## src/rtl/itlb4_pkg.sv

```systemverilog
package itlb4_pkg;
   localparam int VA_W   = 32;
   localparam int PA_W   = 29;
   localparam int PG_LSB = 10;
   localparam int ASID_W = 8;
   localparam int VPN_W  = VA_W - PG_LSB;
   localparam int PPN_W  = PA_W - PG_LSB;

   typedef logic [1:0] pgsz_t;

   typedef struct packed {
      logic              v;
      logic              sh;
      pgsz_t             sz;
      logic [ASID_W-1:0] asid;
      logic [VPN_W-1:0]  vpn;
      logic [PPN_W-1:0]  ppn;
   } tlb_ent_t;

   // extra offset bits beyond the smallest page for each size code
   function automatic int unsigned pg_extra(pgsz_t s);
      case (s)
         2'd0:    return 0;
         2'd1:    return 2;
         2'd2:    return 6;
         default: return 10;
      endcase
   endfunction

   function automatic logic [VPN_W-1:0] vpn_mask(pgsz_t s);
      return {VPN_W{1'b1}} << pg_extra(s);
   endfunction

   function automatic logic [PA_W-1:0] make_pa(logic [PPN_W-1:0] ppn, pgsz_t s,
                                               logic [PA_W-1:0] va);
      logic [PA_W-1:0] off;
      off = ~({PA_W{1'b1}} << (PG_LSB + pg_extra(s)));
      return ({ppn, {PG_LSB{1'b0}}} & ~off) | (va & off);
   endfunction
endpackage

```

## src/rtl/itlb4_match.sv

```systemverilog
module itlb4_match
   import itlb4_pkg::*;
(
   input  logic              e_v,
   input  logic              e_sh,
   input  pgsz_t             e_sz,
   input  logic [ASID_W-1:0] e_asid,
   input  logic [VPN_W-1:0]  e_vpn,
   input  logic [VPN_W-1:0]  q_vpn,
   input  logic [ASID_W-1:0] q_asid,
   input  logic              asid_bypass,
   output logic              hit
);
   logic id_ok;
   logic pg_ok;

   always_comb begin
      id_ok = e_sh | asid_bypass | (e_asid == q_asid);
      pg_ok = ((e_vpn ^ q_vpn) & vpn_mask(e_sz)) == '0;
      hit   = e_v & id_ok & pg_ok;
   end
endmodule

```

## src/rtl/itlb4_lru.sv

```systemverilog
module itlb4_lru #(
   parameter int N_WAY = 4,
   parameter int ST_W  = 6,
   localparam int IDX_W = $clog2(N_WAY)
) (
   input  logic             clk,
   input  logic             rst_n,
   input  logic             upd_en,
   input  logic [IDX_W-1:0] upd_idx,
   output logic [ST_W-1:0]  lru_q,
   output logic [IDX_W-1:0] victim
);
   generate
      if (N_WAY != 4 || ST_W != 6) begin : g_bad_cfg
         $error("itlb4_lru: pairwise encoding needs 4 ways and 6 state bits");
      end
   endgenerate

   logic [ST_W-1:0] lru_d;

   always_comb begin
      lru_d = lru_q;
      if (upd_en) begin
         case (upd_idx)
            2'd0: lru_d[5:3] = 3'b000;
            2'd1: begin
               lru_d[2:1] = 2'b00;
               lru_d[5]   = 1'b1;
            end
            2'd2: begin
               lru_d[0] = 1'b0;
               lru_d[4] = 1'b1;
               lru_d[2] = 1'b1;
            end
            default: begin
               lru_d[3] = 1'b1;
               lru_d[1] = 1'b1;
               lru_d[0] = 1'b1;
            end
         endcase
      end
   end

   always_comb begin
      if (lru_q[5:3] == 3'b111)                            victim = 2'd0;
      else if (!lru_q[5] && lru_q[2] && lru_q[1])          victim = 2'd1;
      else if (!lru_q[4] && !lru_q[2] && lru_q[0])         victim = 2'd2;
      else                                                 victim = 2'd3;
   end

   always_ff @(posedge clk) begin
      if (!rst_n) lru_q <= '0;
      else        lru_q <= lru_d;
   end

   // the way just used (0..2) never becomes the next victim
   assert_mru_not_victim_R9: assert property (@(posedge clk) disable iff (!rst_n)
      (upd_en && upd_idx != 2'd3) |=> (victim != $past(upd_idx)));
endmodule

```

## src/rtl/itlb4_fetch.sv

```systemverilog
module itlb4_fetch
   import itlb4_pkg::*;
#(
   parameter int N_ENT = 4,
   parameter int LRU_W = 6,
   localparam int IDX_W = $clog2(N_ENT)
) (
   input  logic              clk,
   input  logic              rst_n,
   input  logic              req_valid,
   input  logic [VA_W-1:0]   req_vaddr,
   input  logic [ASID_W-1:0] req_asid,
   input  logic              priv_mode,
   input  logic              sv_mode,
   output logic              req_ready,
   output logic              refill_req,
   output logic [VA_W-1:0]   refill_vaddr,
   output logic [ASID_W-1:0] refill_asid,
   input  logic              refill_ack,
   input  logic              refill_found,
   input  logic [VPN_W-1:0]  refill_vpn,
   input  logic [PPN_W-1:0]  refill_ppn,
   input  logic [1:0]        refill_size,
   input  logic              refill_shared,
   input  logic [ASID_W-1:0] refill_ent_asid,
   output logic              res_valid,
   output logic              res_hit,
   output logic              res_miss,
   output logic              res_multi,
   output logic [IDX_W-1:0]  res_index,
   output logic [PA_W-1:0]   res_paddr,
   output logic [LRU_W-1:0]  lru_bits
);
   generate
      if (N_ENT != 4) begin : g_bad_ent
         $error("itlb4_fetch: exactly four entries are supported");
      end
   endgenerate

   typedef enum logic {ST_IDLE, ST_FILL} st_t;

   st_t                st_q;
   tlb_ent_t           ent_q [N_ENT];
   logic [N_ENT-1:0]   hits;
   logic [IDX_W-1:0]   first_idx;
   logic [IDX_W:0]     n_hit;
   logic [IDX_W-1:0]   victim;
   logic               upd_en;
   logic [IDX_W-1:0]   upd_idx;
   logic [VA_W-1:0]    miss_va_q;
   logic [ASID_W-1:0]  miss_asid_q;
   logic [VPN_W-1:0]   q_vpn;
   logic               bypass;
   logic               lookup;
   logic               fill_done;

   assign q_vpn     = req_vaddr[VA_W-1:PG_LSB];
   assign bypass    = priv_mode & sv_mode;
   assign lookup    = (st_q == ST_IDLE) & req_valid;
   assign fill_done = (st_q == ST_FILL) & refill_ack;

   generate
      for (genvar g = 0; g < N_ENT; g++) begin : g_cmp
         itlb4_match u_m (
            .e_v        (ent_q[g].v),
            .e_sh       (ent_q[g].sh),
            .e_sz       (ent_q[g].sz),
            .e_asid     (ent_q[g].asid),
            .e_vpn      (ent_q[g].vpn),
            .q_vpn      (q_vpn),
            .q_asid     (req_asid),
            .asid_bypass(bypass),
            .hit        (hits[g])
         );
      end
   endgenerate

   always_comb begin
      first_idx = '0;
      n_hit     = '0;
      for (int i = N_ENT - 1; i >= 0; i--) begin
         if (hits[i]) first_idx = IDX_W'(i);
      end
      for (int i = 0; i < N_ENT; i++) n_hit = n_hit + {{IDX_W{1'b0}}, hits[i]};
   end

   always_comb begin
      upd_en  = 1'b0;
      upd_idx = first_idx;
      if (lookup && n_hit == 1) upd_en = 1'b1;
      else if (fill_done && refill_found) begin
         upd_en  = 1'b1;
         upd_idx = victim;
      end
   end

   itlb4_lru #(.N_WAY(N_ENT), .ST_W(LRU_W)) u_lru (
      .clk    (clk),
      .rst_n  (rst_n),
      .upd_en (upd_en),
      .upd_idx(upd_idx),
      .lru_q  (lru_bits),
      .victim (victim)
   );

   always_ff @(posedge clk) begin
      if (!rst_n) begin
         st_q        <= ST_IDLE;
         res_valid   <= 1'b0;
         res_hit     <= 1'b0;
         res_miss    <= 1'b0;
         res_multi   <= 1'b0;
         res_index   <= '0;
         res_paddr   <= '0;
         miss_va_q   <= '0;
         miss_asid_q <= '0;
         for (int i = 0; i < N_ENT; i++) ent_q[i] <= '0;
      end else begin
         res_valid <= 1'b0;
         if (lookup) begin
            if (n_hit == 1) begin
               res_valid <= 1'b1;
               res_hit   <= 1'b1;
               res_miss  <= 1'b0;
               res_multi <= 1'b0;
               res_index <= first_idx;
               res_paddr <= make_pa(ent_q[first_idx].ppn, ent_q[first_idx].sz,
                                    req_vaddr[PA_W-1:0]);
            end else if (n_hit > 1) begin
               res_valid <= 1'b1;
               res_hit   <= 1'b0;
               res_miss  <= 1'b0;
               res_multi <= 1'b1;
               res_index <= first_idx;
               res_paddr <= '0;
            end else begin
               st_q        <= ST_FILL;
               miss_va_q   <= req_vaddr;
               miss_asid_q <= req_asid;
            end
         end else if (fill_done) begin
            st_q      <= ST_IDLE;
            res_valid <= 1'b1;
            res_multi <= 1'b0;
            if (refill_found) begin
               ent_q[victim] <= '{v: 1'b1, sh: refill_shared, sz: refill_size,
                                  asid: refill_ent_asid, vpn: refill_vpn,
                                  ppn: refill_ppn};
               res_hit   <= 1'b1;
               res_miss  <= 1'b0;
               res_index <= victim;
               res_paddr <= make_pa(refill_ppn, refill_size, miss_va_q[PA_W-1:0]);
            end else begin
               res_hit   <= 1'b0;
               res_miss  <= 1'b1;
               res_index <= '0;
               res_paddr <= '0;
            end
         end
      end
   end

   assign req_ready    = (st_q == ST_IDLE);
   assign refill_req   = (st_q == ST_FILL);
   assign refill_vaddr = miss_va_q;
   assign refill_asid  = miss_asid_q;

   assert_one_outcome_R4: assert property (@(posedge clk) disable iff (!rst_n)
      res_valid |-> $onehot({res_hit, res_miss, res_multi}));

   assert_fill_hold_R5: assert property (@(posedge clk) disable iff (!rst_n)
      (refill_req && !refill_ack) |=>
         (refill_req && $stable(refill_vaddr) && $stable(refill_asid)));

   assert_busy_R5: assert property (@(posedge clk) disable iff (!rst_n)
      refill_req |-> !req_ready);

   assert_lru_kept_R10: assert property (@(posedge clk) disable iff (!rst_n)
      (res_valid && !res_hit) |-> (lru_bits == $past(lru_bits)));
endmodule

```

## config.mk

```make
export PLATFORM = sky130hd
export DESIGN_NAME = itlb4_fetch
export DESIGN_NICKNAME = d
export VERILOG_FILES = /design/src/rtl/itlb4_pkg.sv /design/src/rtl/itlb4_match.sv /design/src/rtl/itlb4_lru.sv /design/src/rtl/itlb4_fetch.sv
export SDC_FILE = /design/constraint.sdc
export NUM_CORES = 1
export LEC_CHECK = 0
export BUFFER_PORTS_ARGS = -buffer_cell sky130_fd_sc_hd__buf_2
export CAP_MARGIN = 15
export CORE_UTILIZATION = 58
export CTS_CLUSTER_DIAMETER = 150
export DETAILED_ROUTE_END_ITERATION = 7
export PLACE_DENSITY = 0.8
export RECOVER_POWER = 50
export SYNTH_ARGS = -nofsm -noshare
export SYNTH_HDL_FRONTEND = slang
export SYNTH_SLANG_ARGS = --single-unit
```

## constraint.sdc

```tcl
create_clock -name clk -period 7.4 [get_ports clk]
set_input_delay 1.11 -clock clk [delete_from_list [all_inputs] [get_ports clk]]
set_output_delay 1.11 -clock clk [all_outputs]
set_load 0.02 [all_outputs]
```

==> qor.yml <==
die_w_um: 159
clock-sinks: 294
cts_buffers: 30
first_global_vias: 10000
grt_pass1_wl_um: 58300
power_leakage_uw: 0.00622
syn_area_sq_mm: 0.0142
fmax_mhz: 181
drt_iter0_markers: 1354
overflow: 0
layout_commonest_cell: "edfxtp_1"
htreeDepth: 1
critPathKind: "input port to flop"
cp_data_required_time_ns: 7.59
finalClockSkew_ns: 0.00927
ys_ff_latch: 294
grt_max_degree: 74
gp_congestion: 0.909
ys_warn_count: 0
detailed_place_hpwl_um: 25400
dieArea_sq_mm: 0.0252
status: "finished, violations left"
first_pass_iters: 5
final_hold_viol_count: 0
holdCritPathClass: "flop to flop"
routed-via-count: 10800
worstSetupStartpointType: "input port"
endpoint_kind: "flop"
slew_viol_final: 217
dp.cells: 1698
ios: 182
insertion_delay_ns: 0.56
antenna_left: 0
synth.avg_cell_area_sq_um: 11.1
cts_hold_buffers: 0
cts-root-buf: "clkbuf_16"
drc: 0
fin_tns_setup_ns: 0
synthFlopType: "edfxtp_1"
area_growth_pct: 13.5
post_drt_wl_per_cell_um: 22.5
synth_seq_area_share_pct: 56.3
post-route-period-util_pct: 74.5
setup_viol: 0
grtUsageTotal_pct: 31.5
drt-vias-per-instance: 6.14
power_uw: 3840
antenna_found_initial: 1
initial_core_util_pct: 59.9
cts.repair.resized: 0
synth_edf_count: 212
cts_buffer_depth: 3
post_synth_inst_count: 1284
arrival_ns: 5.71
worstMarginPinSlew_ns: 3.64
io_buffers: 181
mostFrequentLayoutCells: "edfxtp_1, nand2_1, xnor2_1, and3_1, and2_1"
nNetsFinal: 1525
maxCapViolations: 4
clkTransAtPathRegs_ns: 0.06
stdcell_count: 1755
row_count: 56
die_h_um: 159
p_per_area_mw_per_mm2: 238
core_sq_mm: 0.0238
syn_nets: 1398
drt_wl_total_um: 39500
cts_setup_buffers: 0
fillers: 1775
rsz0062_at_grt: "no"
drive_above_1_share_pct: 14.1
cp_max_fo: 54
async_flop_share_pct: 0
max_slew_margin_pct: -143
yosys.cell_types.count: 61
vdd_drop_max_mv: 0.197
cts_tree: "built"
violations: "max-capacitance violations, max-slew violations"
fin_crit_ns: 5.52
## worst paths after layout
path	end	slack, ns	startpoint	cells after the start
min	refill_asid[3]	0.46	refill_asid[3]	2
min reg2reg	refill_asid[3]	0.46	refill_asid[3]	2
max	ent_q[2][27]	1.88	refill_found	6
max reg2reg	ent_q[2][27]	2.10	refill_req	5
## metal layers
layer / vias to the layer above / GRT usage (%) / share of wire (%)
met5: - / 0 / 0
met4: 0 / 11.1 / 2.8
met3: 83 / 6.40 / 11
met2: 630 / 50.0 / 46
met1: 5208 / 43.0 / 40
li1: 4852 / - / -
## area by class of cell
class | instances | area [sq um] | area share (%)
clock inverters | 12 | 139 | 0.861
flip-flops and latches | 294 | 8010 | 49.6
well taps | 319 | 399 | 2.47
clock buffers | 44 | 876 | 5.43
diodes | 1 | 2.50 | 0.0155
inverters | 31 | 119 | 0.737
repair buffers | 198 | 913 | 5.66
multi-input cells | 856 | 5680 | 35.2
## through the flow
step	instance area (sq um)	worst slack (ns)	utilization (%)	hold WS, ns
2_1_floorplan	14200	1.48	-	0.486
3_3_place_gp	15200	1.58	64.2	0.441
3_5_place_dp	15200	1.46	64.2	0.448
4_1_cts	16300	2.03	68.4	0.457
5_1_grt	16100	1.70	67.9	0.479
6_report	16100	1.88	67.9	0.457
## Yosys cell counts, types with 6 or more instances
library cell	number	share of area (%)
edfxtp_1	212	45
nand2_1	128	3.4
xnor2_1	120	7.4
and3_1	111	4.9
and2_1	106	4.7
dfxtp_1	82	12
a21oi_1	64	2.3
clkbuf_1	63	1.7
nor2_1	49	1.3
o21ai_0	33	1.2
nand4_1	32	1.4
buf_2	30	1.1
inv_1	29	0.77
mux2i_1	28	2.0
nand3_1	23	0.81
ha_1	14	1.2
a221oi_1	13	0.80
nor3_1	12	0.42
o221ai_1	11	0.68
o21ai_1	10	0.35
nor4_1	8	0.35
a221o_1	7	0.49
nand2b_1	7	0.31
a221oi_2	6	0.63
mux2_2	6	0.47
## sequential cells by signal, summed over array words and instances (netlist names)
signal	flops
res_miss	1
res_paddr	29
res_index	2
ent_q	212
res_multi	1
res_hit	1
u_lru.lru_q	6
refill_asid	8
refill_req	1
refill_vaddr	32
res_valid	1
## logic make-up after synthesis
| group | count (synthesis) | synth area share, % |
|---|---|---|
| and+or+nand+nor | 493 | 18.6 |
| AOI/OAI and AO/OA | 194 | 9.73 |
| adders and majority gates | 15 | 1.37 |
| buffers and inverters | 134 | 4.21 |
| xor gates and xnor gates | 120 | 7.39 |
| DFF | 294 | 56.3 |
| muxes | 34 | 2.45 |
## worst max-delay path, cell delays in order
cell      delay, ns
clkbuf_1       0.15
and3_1         0.17
clkbuf_1       2.06
nand2_1        0.71
o21ai_4        0.85
buf_4          0.59
## where the power goes
part	switching [uW]	total (uW)	leakage, uW	internal [uW]
registers	45.5	1890	0.00286	1840
clock network	631	1550	0.000508	922
logic	271	400	0.00285	129
total	947	3840	0.00622	2890
Note: power is estimated with default switching activity, not from simulation.
